`src/rtl/ivc_pkg.sv`:
```
package ivc_pkg;
  localparam int N_EVT  = 9;
  localparam int N_SW   = 7;
  localparam int CODE_W = 3;
  localparam int LVL_W  = CODE_W + 1;
  localparam int VEC_W  = 16;
  localparam int N_SRC  = N_EVT + N_SW;
  localparam int IDX_W  = $clog2(N_SRC);
  localparam int DATA_W = 8;

  localparam int A_EN_LO  = 6;
  localparam int A_EN_HI  = 7;
  localparam int A_SW_EN  = 8;
  localparam int A_SW_REQ = 9;
  localparam int GLB_BIT  = 7;

  // register holding the priority code of event source i
  function automatic int prio_addr(input int i);
    if (i < 4)       return i / 2;
    else if (i == 4) return 2;
    else             return 4 + (i - 5) / 2;
  endfunction

  // bit offset of that code inside its register
  function automatic int prio_shift(input int i);
    if (i < 4)       return (i % 2) * 4;
    else if (i == 4) return 0;
    else             return ((i - 5) % 2) * 4;
  endfunction

  function automatic logic [VEC_W-1:0] evt_vector(input int i);
    if (i < 5) return VEC_W'(32'h80 + 4 * i);
    else       return VEC_W'(32'hA0 + 4 * (i - 5));
  endfunction

  function automatic logic [VEC_W-1:0] sw_vector(input int n);
    return VEC_W'(32'h100 + 4 * (n - 1));
  endfunction
endpackage

```
`src/rtl/ivc_regs.sv`:
```
module ivc_regs
  import ivc_pkg::*;
#(
  parameter int ADDR_W = 4
) (
  input  logic                         clk,
  input  logic                         rst_n,
  input  logic                         we,
  input  logic [ADDR_W-1:0]            addr,
  input  logic [DATA_W-1:0]            wdata,
  output logic [DATA_W-1:0]            rdata,
  input  logic [N_SW:1]                sw_clr,
  output logic [N_EVT-1:0][CODE_W-1:0] codes,
  output logic [N_EVT-1:0]             evt_en,
  output logic                         glb_en,
  output logic [N_SW:1]                sw_en,
  output logic [N_SW:1]                sw_req
);
  logic [N_SW:1] sw_req_wr;

  assign sw_req_wr = (we && addr == ADDR_W'(A_SW_REQ)) ? wdata[N_SW:1] : sw_req;

  always_ff @(posedge clk) begin
    if (!rst_n) begin
      codes  <= '0;
      evt_en <= '0;
      glb_en <= 1'b0;
      sw_en  <= '0;
      sw_req <= '0;
    end else begin
      if (we) begin
        for (int i = 0; i < N_EVT; i++) begin
          if (addr == ADDR_W'(prio_addr(i)))
            codes[i] <= wdata[prio_shift(i) +: CODE_W];
          if (i < 8 && addr == ADDR_W'(A_EN_LO))
            evt_en[i] <= wdata[i % 8];
          if (i >= 8 && addr == ADDR_W'(A_EN_HI))
            evt_en[i] <= wdata[i % 8];
        end
        if (addr == ADDR_W'(A_EN_HI)) glb_en <= wdata[GLB_BIT];
        if (addr == ADDR_W'(A_SW_EN)) sw_en  <= wdata[N_SW:1];
      end
      // an acknowledge clear beats a same-cycle write of the same bit
      sw_req <= sw_req_wr & ~sw_clr;
    end
  end

  always_comb begin
    rdata = '0;
    for (int i = 0; i < N_EVT; i++) begin
      if (addr == ADDR_W'(prio_addr(i)))
        rdata[prio_shift(i) +: CODE_W] = codes[i];
      if (i < 8 && addr == ADDR_W'(A_EN_LO))
        rdata[i % 8] = evt_en[i];
      if (i >= 8 && addr == ADDR_W'(A_EN_HI))
        rdata[i % 8] = evt_en[i];
    end
    if (addr == ADDR_W'(A_EN_HI))  rdata[GLB_BIT] = glb_en;
    if (addr == ADDR_W'(A_SW_EN))  rdata[N_SW:1]  = sw_en;
    if (addr == ADDR_W'(A_SW_REQ)) rdata[N_SW:1]  = sw_req;
  end
endmodule

```
`src/rtl/ivc_arbiter.sv`:
```
module ivc_arbiter
  import ivc_pkg::*;
(
  input  logic [N_EVT-1:0]             evt_req,
  input  logic [N_EVT-1:0][CODE_W-1:0] codes,
  input  logic [N_EVT-1:0]             evt_en,
  input  logic                         glb_en,
  input  logic [N_SW:1]                sw_en,
  input  logic [N_SW:1]                sw_req,
  output logic                         any,
  output logic [IDX_W-1:0]             win_idx,
  output logic [LVL_W-1:0]             win_lvl,
  output logic [VEC_W-1:0]             win_vec
);
  logic [N_SRC-1:0]            elig;
  logic [N_SRC-1:0][LVL_W-1:0] lvl;
  logic [N_SRC-1:0][VEC_W-1:0] vec;

  for (genvar g = 0; g < N_EVT; g++) begin : g_evt
    assign elig[g] = evt_req[g] & evt_en[g] & glb_en & (|codes[g]);
    assign lvl[g]  = {1'b1, codes[g]};
    assign vec[g]  = evt_vector(g);
  end

  for (genvar n = 1; n <= N_SW; n++) begin : g_sw
    assign elig[N_EVT-1+n] = sw_req[n] & sw_en[n];
    assign lvl[N_EVT-1+n]  = LVL_W'(n);
    assign vec[N_EVT-1+n]  = sw_vector(n);
  end

  // ascending scan with strict compare: ties keep the lower index
  always_comb begin
    any     = 1'b0;
    win_idx = '0;
    win_lvl = '0;
    win_vec = '0;
    for (int s = 0; s < N_SRC; s++) begin
      if (elig[s] && (!any || lvl[s] > win_lvl)) begin
        any     = 1'b1;
        win_idx = IDX_W'(s);
        win_lvl = lvl[s];
        win_vec = vec[s];
      end
    end
  end
endmodule

```
`src/rtl/ivc_present.sv`:
```
module ivc_present
  import ivc_pkg::*;
(
  input  logic             clk,
  input  logic             rst_n,
  input  logic             any,
  input  logic [IDX_W-1:0] win_idx,
  input  logic [LVL_W-1:0] win_lvl,
  input  logic [VEC_W-1:0] win_vec,
  input  logic [LVL_W-1:0] cur_prio,
  input  logic             ready,
  output logic             valid,
  output logic [VEC_W-1:0] vector,
  output logic [LVL_W-1:0] level,
  output logic [N_EVT-1:0] evt_clr,
  output logic [N_SW:1]    sw_clr
);
  logic             take;
  logic             ack;
  logic [IDX_W-1:0] idx_q;

  assign take = any && (win_lvl > cur_prio);
  assign ack  = valid && ready;

  always_ff @(posedge clk) begin
    if (!rst_n) begin
      valid  <= 1'b0;
      vector <= '0;
      level  <= '0;
      idx_q  <= '0;
    end else if (valid) begin
      if (ready) valid <= 1'b0;
    end else begin
      valid <= take;
      if (take) begin
        vector <= win_vec;
        level  <= win_lvl;
        idx_q  <= win_idx;
      end
    end
  end

  for (genvar g = 0; g < N_EVT; g++) begin : g_eclr
    assign evt_clr[g] = ack && (idx_q == IDX_W'(g));
  end

  for (genvar n = 1; n <= N_SW; n++) begin : g_sclr
    assign sw_clr[n] = ack && (idx_q == IDX_W'(N_EVT - 1 + n));
  end
endmodule

```
`src/rtl/ivc_top.sv`:
```
module ivc_top
  import ivc_pkg::*;
#(
  parameter int ADDR_W = 4
) (
  input  logic              clk,
  input  logic              rst_n,
  input  logic [N_EVT-1:0]  evt_req,
  output logic [N_EVT-1:0]  evt_clr,
  input  logic              reg_we,
  input  logic [ADDR_W-1:0] reg_addr,
  input  logic [DATA_W-1:0] reg_wdata,
  output logic [DATA_W-1:0] reg_rdata,
  input  logic [LVL_W-1:0]  cur_prio,
  output logic              irq_valid,
  input  logic              irq_ready,
  output logic [VEC_W-1:0]  irq_vector,
  output logic [LVL_W-1:0]  irq_level
);
  logic [N_EVT-1:0][CODE_W-1:0] codes;
  logic [N_EVT-1:0]             evt_en;
  logic                         glb_en;
  logic [N_SW:1]                sw_en;
  logic [N_SW:1]                sw_req;
  logic [N_SW:1]                sw_clr;
  logic                         any;
  logic [IDX_W-1:0]             win_idx;
  logic [LVL_W-1:0]             win_lvl;
  logic [VEC_W-1:0]             win_vec;

  ivc_regs #(.ADDR_W(ADDR_W)) u_regs (
    .clk(clk), .rst_n(rst_n), .we(reg_we), .addr(reg_addr),
    .wdata(reg_wdata), .rdata(reg_rdata), .sw_clr(sw_clr),
    .codes(codes), .evt_en(evt_en), .glb_en(glb_en),
    .sw_en(sw_en), .sw_req(sw_req)
  );

  ivc_arbiter u_arb (
    .evt_req(evt_req), .codes(codes), .evt_en(evt_en), .glb_en(glb_en),
    .sw_en(sw_en), .sw_req(sw_req), .any(any), .win_idx(win_idx),
    .win_lvl(win_lvl), .win_vec(win_vec)
  );

  ivc_present u_pres (
    .clk(clk), .rst_n(rst_n), .any(any), .win_idx(win_idx),
    .win_lvl(win_lvl), .win_vec(win_vec), .cur_prio(cur_prio),
    .ready(irq_ready), .valid(irq_valid), .vector(irq_vector),
    .level(irq_level), .evt_clr(evt_clr), .sw_clr(sw_clr)
  );
endmodule

```
`config.mk`:
```
export PLATFORM = sky130hd
export DESIGN_NAME = ivc_top
export DESIGN_NICKNAME = d
export VERILOG_FILES = /design/src/rtl/ivc_pkg.sv /design/src/rtl/ivc_regs.sv /design/src/rtl/ivc_arbiter.sv /design/src/rtl/ivc_present.sv /design/src/rtl/ivc_top.sv
export SDC_FILE = /design/constraint.sdc
export NUM_CORES = 1
export LEC_CHECK = 0
export BUFFER_PORTS_ARGS = -buffer_cell sky130_fd_sc_hd__buf_2
export CAP_MARGIN = 10
export CORE_MARGIN = 2
export CORE_UTILIZATION = 53
export DETAILED_ROUTE_END_ITERATION = 8
export GPL_TIMING_DRIVEN = 0
export HOLD_SLACK_MARGIN = 0.08
export PLACE_DENSITY = 0.89
export SLEW_MARGIN = 10
export SYNTH_ARGS = -nofsm -noshare
export SYNTH_HDL_FRONTEND = slang
export SYNTH_SLANG_ARGS = --single-unit
export TNS_END_PERCENT = 1
```
`constraint.sdc`:
```
create_clock -name clk -period 14.25 [get_ports clk]
set_input_delay 2.85 -clock clk [delete_from_list [all_inputs] [get_ports clk]]
set_output_delay 2.85 -clock clk [all_outputs]
set_load 0.005 [all_outputs]
```
=== Word level (Yosys, flattened, before mapping) ===
Cells that the tools add are included.

* Add/subtract/negate cells: 9
* Multiply operators: 0
* Div/mod/pow operators: 0
* $lt $le $gt $ge: 16
* Equality and inequality tests: 28
* Shifts and indexed selects: 27
* Multiplexer cells: 141
* Bitwise logic cells: 38
* Reduce and logical (&&, ||, !) cells: 84

{| class="wikitable"
|+ Operators with widths
! cell !! count
|-
| $mux 32 || 36
|-
| $neg 32->33 || 9
|-
| $shift 3x33->8 const A || 9
|-
| $shiftx 3x33->8 || 9
|-
| $shiftx 8x32->3 || 9
|-
| $mux 8 || 18
|-
| $mux 4 || 34
|-
| $bwmux 8 || 8
|-
| $mux 9 || 7
|-
| $eq 4x4->1 const B || 10
|-
| $gt 4x4->1 || 9
|-
| $and 1x1->1 || 34
|-
| $logic_and 1x1->1 || 34
|-
| $eq 4x3->1 const B || 8
|-
| $mux 1 || 29
|-
| $reduce_or 3->1 || 9
|-
| $mux 7 || 3
|-
| $eq 4x4->1 || 5
|-
| $reduce_and 2->1 || 9
|-
| $gt 3x4->1 const A || 4
|-
| $logic_not 1->1 || 15
|-
| $logic_or 1x1->1 || 15
|-
| $eq 4x2->1 const B || 3
|-
| $mux 3 || 4
|-
| 9 further kinds || 13
|}

* Register bits after elaboration: 76
* Bits in latches: 0
* Memory bits (writable): 0
* ROM bits: 0
* Input bits: 29
* Output and inout port bits: 38
* Memories kept: 0

=== Logic depth before layout (Yosys ltp) ===
Gate-level depths: netlist (run 1).

* Depth after elaboration: 67
* Mapped depth: 73

=== Cells and area by module ===
Synthesis (run 1) repeated with hierarchy kept, for this count alone.

* Cells, all modules: 691
* Area total of the unflattened synthesis: 5607.9 um^2

{| class="wikitable"
|+ By module, submodules not included
! module !! instances !! cells an instance !! area an instance (um^2)
|-
| ivc_regs || 1 || 284 || 2656.3
|-
| ivc_arbiter || 1 || 261 || 1717.9
|-
| ivc_present || 1 || 146 || 1233.7
|}

=== Least setup slack after synthesis (run 1) ===
Ideal clock, no wire load.

* Path type: input -> register
* From: input port evt_req[0]
* To: register u_pres.vector[2]
* Library setup time: 0.069 ns
* Arrival: 14.931 ns
* Path slack: -0.749 ns
* Stages on the path: 65
* Path buffers: 4
* Cell sequence: and3_1 -> nand2_1 -> ha_1 -> nor2_1 -> a31oi_1 -> a21oi_1 -> o32ai_1 -> inv_1 -> ha_1 -> and3_1 -> o31ai_1 -> a221oi_1 -> or2_2 -> ha_1 -> o21ai_0 -> o22ai_2 -> a2111o_1 -> o211ai_1 -> [... 29 more ...] -> nor2b_1 -> o21ai_0 -> a32oi_1 -> a21oi_2 -> or2_0 -> buf_6 -> a2bb2oi_1 -> o221ai_1 -> nand2_1 -> ha_1 -> nor2b_1 -> o21a_1 -> o21a_1 -> o21ai_0 -> a41oi_1 -> o211ai_1 -> or3_1 -> o21ai_1

* Cells in the longest elaborated chain, start to end: 67
* Elaborated cells on any way between the ends: 113
* Classes of those cells: order compare (16); mux (47); bitwise (3); reduce/logical (47)

{| class="wikitable"
|+ Ends and longest elaborated chain
! what !! line !! text
|-
| start: declaration || ivc_top.sv:8 || <nowiki>input logic [N_EVT-1:0] evt_req,</nowiki>
|-
| $and 1x1->1 * (3 in a row) || ivc_arbiter.sv:20 || <nowiki>assign elig[g] = evt_req[g] & evt_en[g] & glb_en & (|codes[g]);</nowiki>
|-
| $mux 4 / $mux 1 (equally long branches) || ivc_arbiter.sv:38 || <nowiki>if (elig[s] && (!any || lvl[s] > win_lvl)) begin</nowiki>
|-
| $gt 4x4->1 / $logic_not 1->1 (equally long branches) || ivc_arbiter.sv:38 ||
|-
| $logic_or 1x1->1 || ivc_arbiter.sv:38 ||
|-
| $logic_and 1x1->1 || ivc_arbiter.sv:38 ||
|-
| $mux 4 / $mux 1 (equally long branches) || ivc_arbiter.sv:38 ||
|-
| $gt 4x4->1 / $logic_not 1->1 (equally long branches) || ivc_arbiter.sv:38 ||
|-
| $logic_or 1x1->1 || ivc_arbiter.sv:38 ||
|-
| [... 50 more ...] || - ||
|-
| $gt 3x4->1 / $logic_not 1->1 (equally long branches) || ivc_arbiter.sv:38 ||
|-
| $logic_or 1x1->1 || ivc_arbiter.sv:38 ||
|-
| $logic_and 1x1->1 || ivc_arbiter.sv:38 ||
|-
| $mux 4 * || ivc_arbiter.sv:38 ||
|-
| net u_arb.win_lvl[1] || ivc_arbiter.sv:12 || <nowiki>output logic [LVL_W-1:0] win_lvl,</nowiki>
|-
| $gt 4x4->1 * || ivc_present.sv:22 || <nowiki>assign take = any && (win_lvl > cur_prio);</nowiki>
|-
| $logic_and 1x1->1 * || ivc_present.sv:22 ||
|-
| $reduce_and 2->1 (no source line) * || - ||
|-
| end signal: assignment || ivc_present.sv:36 || <nowiki>vector <= win_vec;</nowiki>
|-
| end: declaration || ivc_present.sv:13 || <nowiki>output logic [VEC_W-1:0] vector,</nowiki>
|}

The timed path passes the listed nets; every way through them passes the cells marked *.
A chain may end at the register's enable or synchronous reset.

=== Worst setup path in the final report (run 1) ===
Same ends and word-level chain as after synthesis.

==> results of run 1 <==
[state kept, by name, summed over array words and instances (netlist names)]
name and flops:
u_pres.idx_q 4, u_pres.level 3, u_pres.valid 1, u_pres.vector 6, u_regs.codes 27, u_regs.evt_en 9
u_regs.glb_en 1, u_regs.sw_en 7, u_regs.sw_req 7
[cell usage after synthesis, drive strengths merged, types with 14 or more instances]
library cell / n / area, um^2
inv: 24 / 90.1
a21boi: 18 / 135
o21ai: 34 / 170
nor2: 60 / 225
a21oi: 43 / 219
dfxtp: 65 / 1300
nand3: 62 / 310
nand2: 96 / 360
clkbuf: 25 / 96.3
nor3: 26 / 135
buf: 16 / 114
a31oi: 14 / 87.6
ha: 28 / 350
[worst max-delay path, delay by kind of cell]
family                     cells  cell delay (ps)
AOI/OAI and AO/OA             35             6050
adders and majority gates      9             2410
buffers and inverters         12             1540
muxes                          1              330
and+or+nand+nor               11             1850
[power by group]
group	switching, uW	internal [uW]	total (uW)	leakage [uW]
combinational	25.6	15.8	41.4	0.00206
clock	77.5	81.5	159	0.000101
sequential	3.27	184	187	0.000524
[worst min-delay path by stage]
| stage | depth (start not counted) | to | start | slack (ps) |
|---|---|---|---|---|
| floorplan | 2 | u_regs.evt_en[1] | u_regs.evt_en[1] | 450 |
| finish | 2 | u_pres.vector[7] | u_pres.vector[7] | 490 |
| CTS | 2 | u_pres.vector[7] | u_pres.vector[7] | 490 |
| detailed placement | 2 | u_pres.vector[7] | u_pres.vector[7] | 470 |
| global route | 2 | u_regs.evt_en[2] | u_regs.evt_en[2] | 510 |
| global placement | 2 | u_regs.evt_en[1] | u_regs.evt_en[1] | 470 |
[per-stage QoR]
| step | setup slack [ps] | hold WS, ps | std cells | TNS (ps) | cell area, um^2 |
|---|---|---|---|---|---|
| 5_1_grt | -951 | 513 | 906 | -12060 | 6580 |
| 2_1_floorplan | 36.5 | 449 | 660 | 0 | 4900 |
| 4_1_cts | -232 | 486 | 887 | -2050 | 6120 |
| 6_report | -555 | 486 | 906 | -6390 | 6580 |
| 3_5_place_dp | -1750 | 474 | 820 | -23570 | 5290 |
| 3_3_place_gp | -1200 | 468 | 820 | -16560 | 5290 |
[routing by layer]
layer | share of wire [%] | up-vias | global-route usage, %
met5 | 0 | - | 0
met4 | 5.8 | 0 | 17.3
met3 | 12 | 155 | 7.52
met2 | 45 | 507 | 57.0
met1 | 37 | 2755 | 45.0
li1 | - | 2632 | -
[cell type report]
class | instances | area [um^2] | share of cell area, %
buffer | 39 | 219 | 3.33
inverter | 24 | 90.1 | 1.37
clock buffer | 10 | 128 | 1.94
timing repair buffer | 124 | 833 | 12.7
tap | 108 | 135 | 2.05
multi-input combinational | 530 | 3810 | 57.9
clock inverter | 6 | 66.3 | 1.01
sequential | 65 | 1300 | 19.8
[logic make-up (layout without fill, tap and decap cells)]
kind of cell,Yosys count,count (layout),synth area share [%]
AND/OR/NAND/NOR,304,304,30.5
flip-flops,65,65,27.6
buffers and inverters,65,203,6.37
multiplexers,5,5,1.11
other,1,10,0.0795
adder cells (fa/ha/maj),28,28,7.43
AO/OA/AOI/OAI,183,183,26.9
[timing repair]
action,4_1_cts,5_1_grt
buffers inserted,52,23
endpoints found under the hold margin,0,0
gates resized for setup,49,70
pin swaps,47,61
setup endpoints to repair,14,14
==> results_dict.tcl, run 1 <==
set metrics [dict create \
    synthFlopType "dfxtp_1" \
    clkTransAtPathRegs_ps 80 \
    vias_per_cell 6.68 \
    htree_levels 3 \
    track_usage_pct 35.4 \
    irDropWorstVdd_v 0.0000696 \
    gp_congestion 1.01 \
    cts_buffer_depth 2 \
    rsz0062_at_grt "true" \
    setup_ws_ps -555 \
    ff2ff_path_depth 67 \
    die_y_um 98.3 \
    finalMaxSlewViolations 0 \
    finalHoldViolations 0 \
    crit_required_ps 14530 \
    min_period_over_period_pct 104 \
    initial_core_util_pct 54.3 \
    layout_common_cells "nand2_1, buf_4, dfxtp_1" \
    critPathLaunch "evt_req[0]" \
    areaGrowthSynthToFinish_pct 39.6 \
    min_period_ps 14810 \
    avgSynthCellArea_um2 7.24 \
    rows 34 \
    cts_tree "done" \
    grt_pass1_vias 5718 \
    crit_end "u_pres.vector[2]" \
    finalClockSkew_ps 16.7 \
    fillCellCount 625 \
    routed_wirelength_um 18800 \
    drt-pass1-iter-count 9 \
    nNetsFinal 850 \
    r2r_end "u_pres.vector[2]" \
    arrival_ps 15090 \
    port-buffer-count 52 \
    tightest_slew_ps 1040 \
    antenna_found_initial 0 \
    wl_per_cell_um 20.7 \
    yosysSeqAreaShare_pct 27.6 \
    numCtsBuffers 9 \
    core-area_um2 8680 \
    final_util_pct 75.9 \
    power_density_nw_per_um2 58.8 \
    leakage_uw 0.00269 \
    hp-class "reg -> reg" \
    drcViolationCount 2 \
    dp.final_hpwl_um 11600 \
    holdBufCountCts 0 \
    ioPinCount 67 \
    r2r_slack_ps 1590 \
    cts_root_buffer "clkbuf_8" \
    worstSetupEndpointType "flip-flop" \
    worst-setup-path-type "in -> reg" \
    synth.cell_area_um2 4710 \
    drive_gt1_share_pct 32.5 \
    synth_seq_cells 65 \
    rr_startpoint "u_regs.evt_en[0]" \
    ys_async_sr_fraction_pct 0 \
    overflow 0 \
    synth_edf_count 0 \
    synth_cell_types 69 \
    max_freq_mhz 67.5 \
    drv_cap 0 \
    finalPower_uw 387 \
    outcome "finished, violations left" \
    clock_sinks 65 \
    diodes 0 \
    clk_latency_ps 350 \
    dr_total_vias 6049 \
    drt_iter0_drc 827 \
    finalSetupViolations 14 \
    grt_max_degree 13 \
    violations "DRC, setup timing" \
    critPathMaxStageDelay_ps 430 \
    die-area_um2 9670 \
    worst_setup_path_start_kind "input pin" \
    yosys_warnings 0 \
    chipWidth_um 98.3 \
    grt_pass1_wl_um 27900 \
    synth_cells 651 \
    relSlewSlack_pct 30.4 \
    cp_common_cell "buf_4" \
    layout_commonest_cell "nand2_1" \
    crit_slowest_cell "a2111o_1" \
    crit_fanout 5 \
    ant_nets 0 \
]
(Power assumes the default switching activity.)
==> inputs of run 2 (changes only) <==
- CORE_UTILIZATION: 53 -> 60
- PLACE_DENSITY: 0.89 -> 0.94
- clock period: 14.25 -> 17.6 ns (I/O delays scaled with it)
==> run 2 against run 1 <==
The run now ends clean. Utilization down 5.3 points. Global-route usage fell by 0.48 points. Clock skew fell by 2.5 ps. Cell count decreased by 8.3%. Via count fell by 12%. Register-to-register slack better by 2100 ps. Clock-buffer cell count down 1. Sequential cell count did not move. Largest cell class unchanged. Largest power group unchanged.
==> results_dict.tcl, run 2 (synthesized netlist as in run 1, its figures left out) <==
set metrics [dict create \
    arrival_ps 17030 \
    finalMaxSlewViolations 0 \
    die_y_um 92.6 \
    fin_area_um2 5430 \
    crit_slowest_cell "a2111o_1" \
    top_register "u_regs.codes" \
    overflow 0 \
    nNetsFinal 782 \
    drive_gt1_share_pct 16.9 \
    grt_pass1_wl_um 24000 \
    crit_required_ps 17840 \
    diodes 0 \
    min_period_ps 16790 \
    cts_buffer_depth 2 \
    numCtsBuffers 9 \
    finalHoldViolations 0 \
    grtUsageMet2_pct 56.6 \
    dp.final_hpwl_um 11400 \
    vias_per_cell 6.44 \
    worst_setup_path_start_kind "input pin" \
    finalSetupViolations 0 \
    core-area_um2 7690 \
    die-area_um2 8580 \
    antenna_found_initial 0 \
    htree_levels 3 \
    layout_common_cells "nand2_1, dfxtp_1, nand3_1" \
    cp_common_cell "ha_1" \
    max_freq_mhz 59.6 \
    dpl.cell_count 814 \
    cts_tree "done" \
    largest_reg_flops 27 \
    clk_latency_ps 350 \
    chipWidth_um 92.6 \
    clock_sinks 65 \
    hp-class "reg -> reg" \
    ioPinCount 67 \
    clkTransAtPathRegs_ps 80 \
    worst-setup-path-type "in -> reg" \
    busiest_layer "met2" \
    initial_core_util_pct 61.3 \
    outcome "finished clean" \
    grt_use_met3_pct 5.86 \
    min_period_over_period_pct 95.4 \
    reg.largest.list "u_regs.codes (27), u_regs.evt_en (9)" \
    leakage_uw 0.00215 \
    crit_fanout 10 \
    irDropWorstVdd_v 0.0000449 \
    grt_pass1_vias 4901 \
    drv_cap 0 \
    drt_iter0_drc 519 \
    layout_commonest_cell "nand2_1" \
    relSlewSlack_pct 35.0 \
    critPathMaxStageDelay_ps 440 \
    finalClockSkew_ps 14.2 \
    placed_cell_area_um2 5140 \
    rows 32 \
    wl_per_cell_um 17.9 \
    worstSetupEndpointType "flip-flop" \
    instances_no_fill 831 \
    routed_wirelength_um 14900 \
    grt_max_degree 12 \
    areaGrowthSynthToFinish_pct 15.1 \
    met1_usage_pct 47.3 \
    gp_congestion 1.02 \
    cts_root_buffer "clkbuf_8" \
    tightest_slew_ps 967 \
    port-buffer-count 52 \
    fillCellCount 666 \
    drcViolationCount 0 \
    track_usage_pct 34.9 \
    power_density_nw_per_um2 55.5 \
    dr_total_vias 5351 \
    ant_nets 0 \
    drt-pass1-iter-count 7 \
]
-- run 2: cell count changes in the layout (fill, tap and decap cells not counted), sizes merged --
cell      previous run  this run
clkinvlp             0         2
inv                 25        24
buf                139        70
clkinv               4         3
-- run 2: layout make-up --
type / count / area [um^2] / area share, %
tap: 102 / 128 / 2.35
timing repair buffer: 54 / 275 / 5.07
clock buffer: 9 / 124 / 2.28
inverter: 24 / 90.1 / 1.66
sequential: 65 / 1300 / 24.0
clock inverter: 6 / 60.1 / 1.11
buffer: 41 / 214 / 3.94
multi-input combinational: 530 / 3240 / 59.6
-- run 2: repair_timing --
action                     4_1_cts  5_1_grt
buffers inserted                 0        2
resized for setup                0       22
setup endpoints to repair        0       14
hold buffers                     0        0
-- run 2: worst max-delay path: cells and delay by family --
| kind | cells | cell delay (ps) |
|---|---|---|
| AO/OA/AOI/OAI | 36 | 7010 |
| adder cells (fa/ha/maj) | 9 | 2660 |
| multiplexers | 1 | 380 |
| buffers and inverters | 7 | 1260 |
| AND/OR/NAND/NOR | 13 | 2180 |
-- run 2: routing by layer --
| metal | wire length (um) | vias to the layer above |
|---|---|---|
| met4 | 433 | 0 |
| met1 | 6010 | 2471 |
| li1 | - | 2506 |
| met2 | 6830 | 322 |
| met5 | 0 | - |
| met3 | 1650 | 52 |
-- run 2: where the power goes --
part	leakage, uW	internal [uW]	switching [uW]
Combinational	0.00153	10.1	18.2
Sequential	0.000524	149	2.21
Clock	0.0000909	63.8	58.4
Total	0.00215	222	78.8
-- run 2: path summary, 6_finish.rpt --
kind	cells after the start	end	slack (ps)	startpoint
setup / recovery	66	u_pres.level[2]	810	evt_req[0]
setup reg to reg	65	u_pres.level[2]	3680	u_regs.evt_en[0]
hold / removal	2	u_regs.sw_en[5]	490	u_regs.sw_en[5]
hold reg to reg	2	u_regs.sw_en[5]	490	u_regs.sw_en[5]
-- run 2: through the flow --
stage / utilization [%] / hold WS, ps / setup TNS, ps / power (uW) / setup WS (ps)
after floorplan: - / 445 / 0 / 170 / 1930
after global placement: 66.8 / 462 / 0 / 180 / 284
after detailed placement: 66.8 / 477 / -3110 / 181 / -287
after CTS: 69.2 / 487 / 0 / 299 / 11.3
after global routing: 70.6 / 510 / -246 / 310 / -50.2
final: 70.6 / 490 / 0 / 301 / 810
==> inputs of run 3 (changes only) <==
- ABC_AREA: not set -> 1
==> run 3 against run 2 <==
Clock power about the same. Critical path depth increased by 27. First-iteration DRC count increased by 25%. Clock-buffer cell count increased by 1. Die area decreased by 4.6%. Utilization decreased by 0.17 points. Fmax increased by 8.6%. Non-clock buffer count decreased by 10. Sequential power about the same. Critical endpoint is now u_pres.level[1].
==> results_dict.tcl, run 3 <==
set metrics [dict create \
    port-buffer-count 56 \
    drt-pass1-iter-count 9 \
    finalSetupViolations 0 \
    die_y_um 90.5 \
    synth_edf_count 0 \
    worst_setup_path_start_kind "input pin" \
    swShare_pct 26.3 \
    ant_nets 0 \
    clock_sinks 65 \
    rows 31 \
    dr_total_vias 5126 \
    synth_area_leaders "dfxtp_1, nand2_1, inv_1" \
    min_delay_path_depth 2 \
    clkTransAtPathRegs_ps 70 \
    crit_slowest_cell "a221oi_1" \
    cts_root_buffer "clkbuf_8" \
    ioPinCount 67 \
    drcViolationCount 0 \
    grt_pass1_wl_um 22100 \
    antenna_found_initial 0 \
    drt_iter0_drc 648 \
    postCtsSetupBuffers 0 \
    hold_path.startpoint "u_pres.vector[2]" \
    relSlewSlack_pct 59.9 \
    crit_fanout 10 \
    max_freq_mhz 64.7 \
    yosysSeqAreaShare_pct 29.0 \
    r2r_slack_ps 4900 \
    die-area_um2 8180 \
    yosysTopAreaCellShare_pct 29.0 \
    worstSetupEndpointType "flip-flop" \
    pwr-share-clk_pct 40.7 \
    rsz0062_at_grt "false" \
    top_register "u_regs.codes" \
    outcome "finished clean" \
    layout_common_cells "nand2_1, inv_1, a21oi_1" \
    initial_core_util_pct 61.8 \
    track_usage_pct 33.5 \
    fillCellCount 603 \
    yosys_warnings 0 \
    areaGrowthSynthToFinish_pct 13.9 \
    grt_max_degree 12 \
    power_density_nw_per_um2 59.3 \
    hold_end "u_pres.vector[2]" \
    hp-class "reg -> reg" \
    core-area_um2 7250 \
    p_int_uw 223 \
    cts_tree "done" \
    numCtsBuffers 9 \
    irDropWorstVdd_v 0.0000571 \
    cts-resized-gates 0 \
    clk_latency_ps 360 \
    r2r_end "u_pres.level[1]" \
    final_util_pct 70.4 \
    crit_required_ps 17860 \
    reg.largest.list "u_regs.codes (27), u_regs.evt_en (9)" \
    min_period_over_period_pct 87.8 \
    grt_pass1_vias 4791 \
    routed_wirelength_um 13500 \
    nNetsFinal 819 \
    dp.final_hpwl_um 10400 \
    ys_async_sr_fraction_pct 0 \
    cp_common_cell "nand2_1" \
    finalHoldViolations 0 \
    final.setup.tns_ps 0 \
    rr_startpoint "u_regs.glb_en" \
    overflow 0 \
    gp_congestion 0.950 \
    synthFlopType "dfxtp_1" \
    arrival_ps 15720 \
    largest_reg_flops 27 \
    drive_gt1_share_pct 14.2 \
    synth_seq_cells 65 \
    vias_per_cell 5.93 \
    layout_commonest_cell "nand2_1" \
    wl_per_cell_um 15.6 \
    synth_cells 686 \
    synth_most_common_cell "nand2_1" \
    yosysTopAreaCell "dfxtp_1" \
    synth_cell_types 43 \
    ff2ff_path_depth 93 \
    diodes 0 \
    htree_levels 3 \
    avgSynthCellArea_um2 6.54 \
    tightest_slew_ps 587 \
    chipWidth_um 90.5 \
    p_sw_uw 79.7 \
    leakage_uw 0.00246 \
    drv_cap 0 \
    power_frac_comb_pct 9.4 \
    cts_buffer_depth 2 \
    min_period_ps 15460 \
    finalClockSkew_ps 4.24 \
    synth.cell_area_um2 4490 \
    synth_common_cells "nand2_1, inv_1, a21oi_1, o21ai_0, dfxtp_1" \
    holdBufCountCts 0 \
    critPathMaxStageDelay_ps 430 \
    seq_power_share_pct 49.9 \
    finalMaxSlewViolations 0 \
    worst-setup-path-type "in -> reg" \
]
-- run 3: final cells by class --
cell class | instances | area (um^2) | area share (%)
Clock inverter | 5 | 57.6 | 1.13
Clock buffer | 10 | 128 | 2.50
Buffer | 29 | 165 | 3.23
Multi-Input combinational cell | 491 | 2640 | 51.6
Sequential cell | 65 | 1300 | 25.5
Timing Repair Buffer | 56 | 280 | 5.49
Tap cell | 99 | 124 | 2.42
Inverter | 110 | 415 | 8.13
-- run 3: worst max path at each step --
stage	start	end	cells after the start
finish	evt_req[0]	u_pres.level[1]	93
global route	evt_req[0]	u_pres.level[1]	94
CTS	evt_req[0]	u_pres.level[1]	93
detailed placement	evt_req[0]	u_pres.level[1]	94
global placement	evt_req[0]	u_pres.level[1]	94
floorplan	evt_req[0]	u_pres.level[1]	91
-- run 3: worst max-delay path: cells and delay by family --
kind | cells | cell delay (ps)
and+or+nand+nor | 53 | 4950
buffers and inverters | 15 | 1830
adders and majority gates | 9 | 2700
AOI/OAI and AO/OA | 16 | 2750
-- run 3: stage by stage --
| step | instances | hold WS, ps | power [uW] | worst slack [ps] | instance area (um^2) |
|---|---|---|---|---|---|
| finish | 865 | 466 | 303 | 2140 | 5110 |
| detailed placement | 850 | 459 | 182 | 2110 | 4920 |
| CTS | 865 | 470 | 301 | 2440 | 5110 |
| floorplan | 695 | 440 | 170 | 4120 | 4520 |
| global route | 865 | 494 | 312 | 824 | 5110 |
| global placement | 850 | 453 | 180 | 2600 | 4920 |
-- run 3: cell families (layout without fill, tap and decap cells) --
family | after synthesis | count (layout) | synth area share (%)
AND/OR/NAND/NOR | 272 | 272 | 27.5
AO/OA/AOI/OAI | 181 | 181 | 22.7
buffers and inverters | 139 | 210 | 12.9
flip-flops | 65 | 65 | 29.0
adder cells (fa/ha/maj) | 28 | 28 | 7.81
other | 1 | 10 | 0.0836
-- run 3: power groups by stage --
stage	Combinational [uW]	Clock, uW	Sequential (uW)
final	28.5	123	151
after global placement	25.9	0	154
after global routing	31.1	130	151
after CTS	27.2	123	151
after detailed placement	27.0	0	155
after floorplan	16.4	0	154
-- run 3: routing by layer --
metal	vias to the layer above	part of all wire [%]	GRT usage [%]
met2	365	44	53.9
met4	0	4.9	17.2
met3	75	12	7.18
li1	2426	-	-
met1	2260	39	42.1
met5	-	0	0
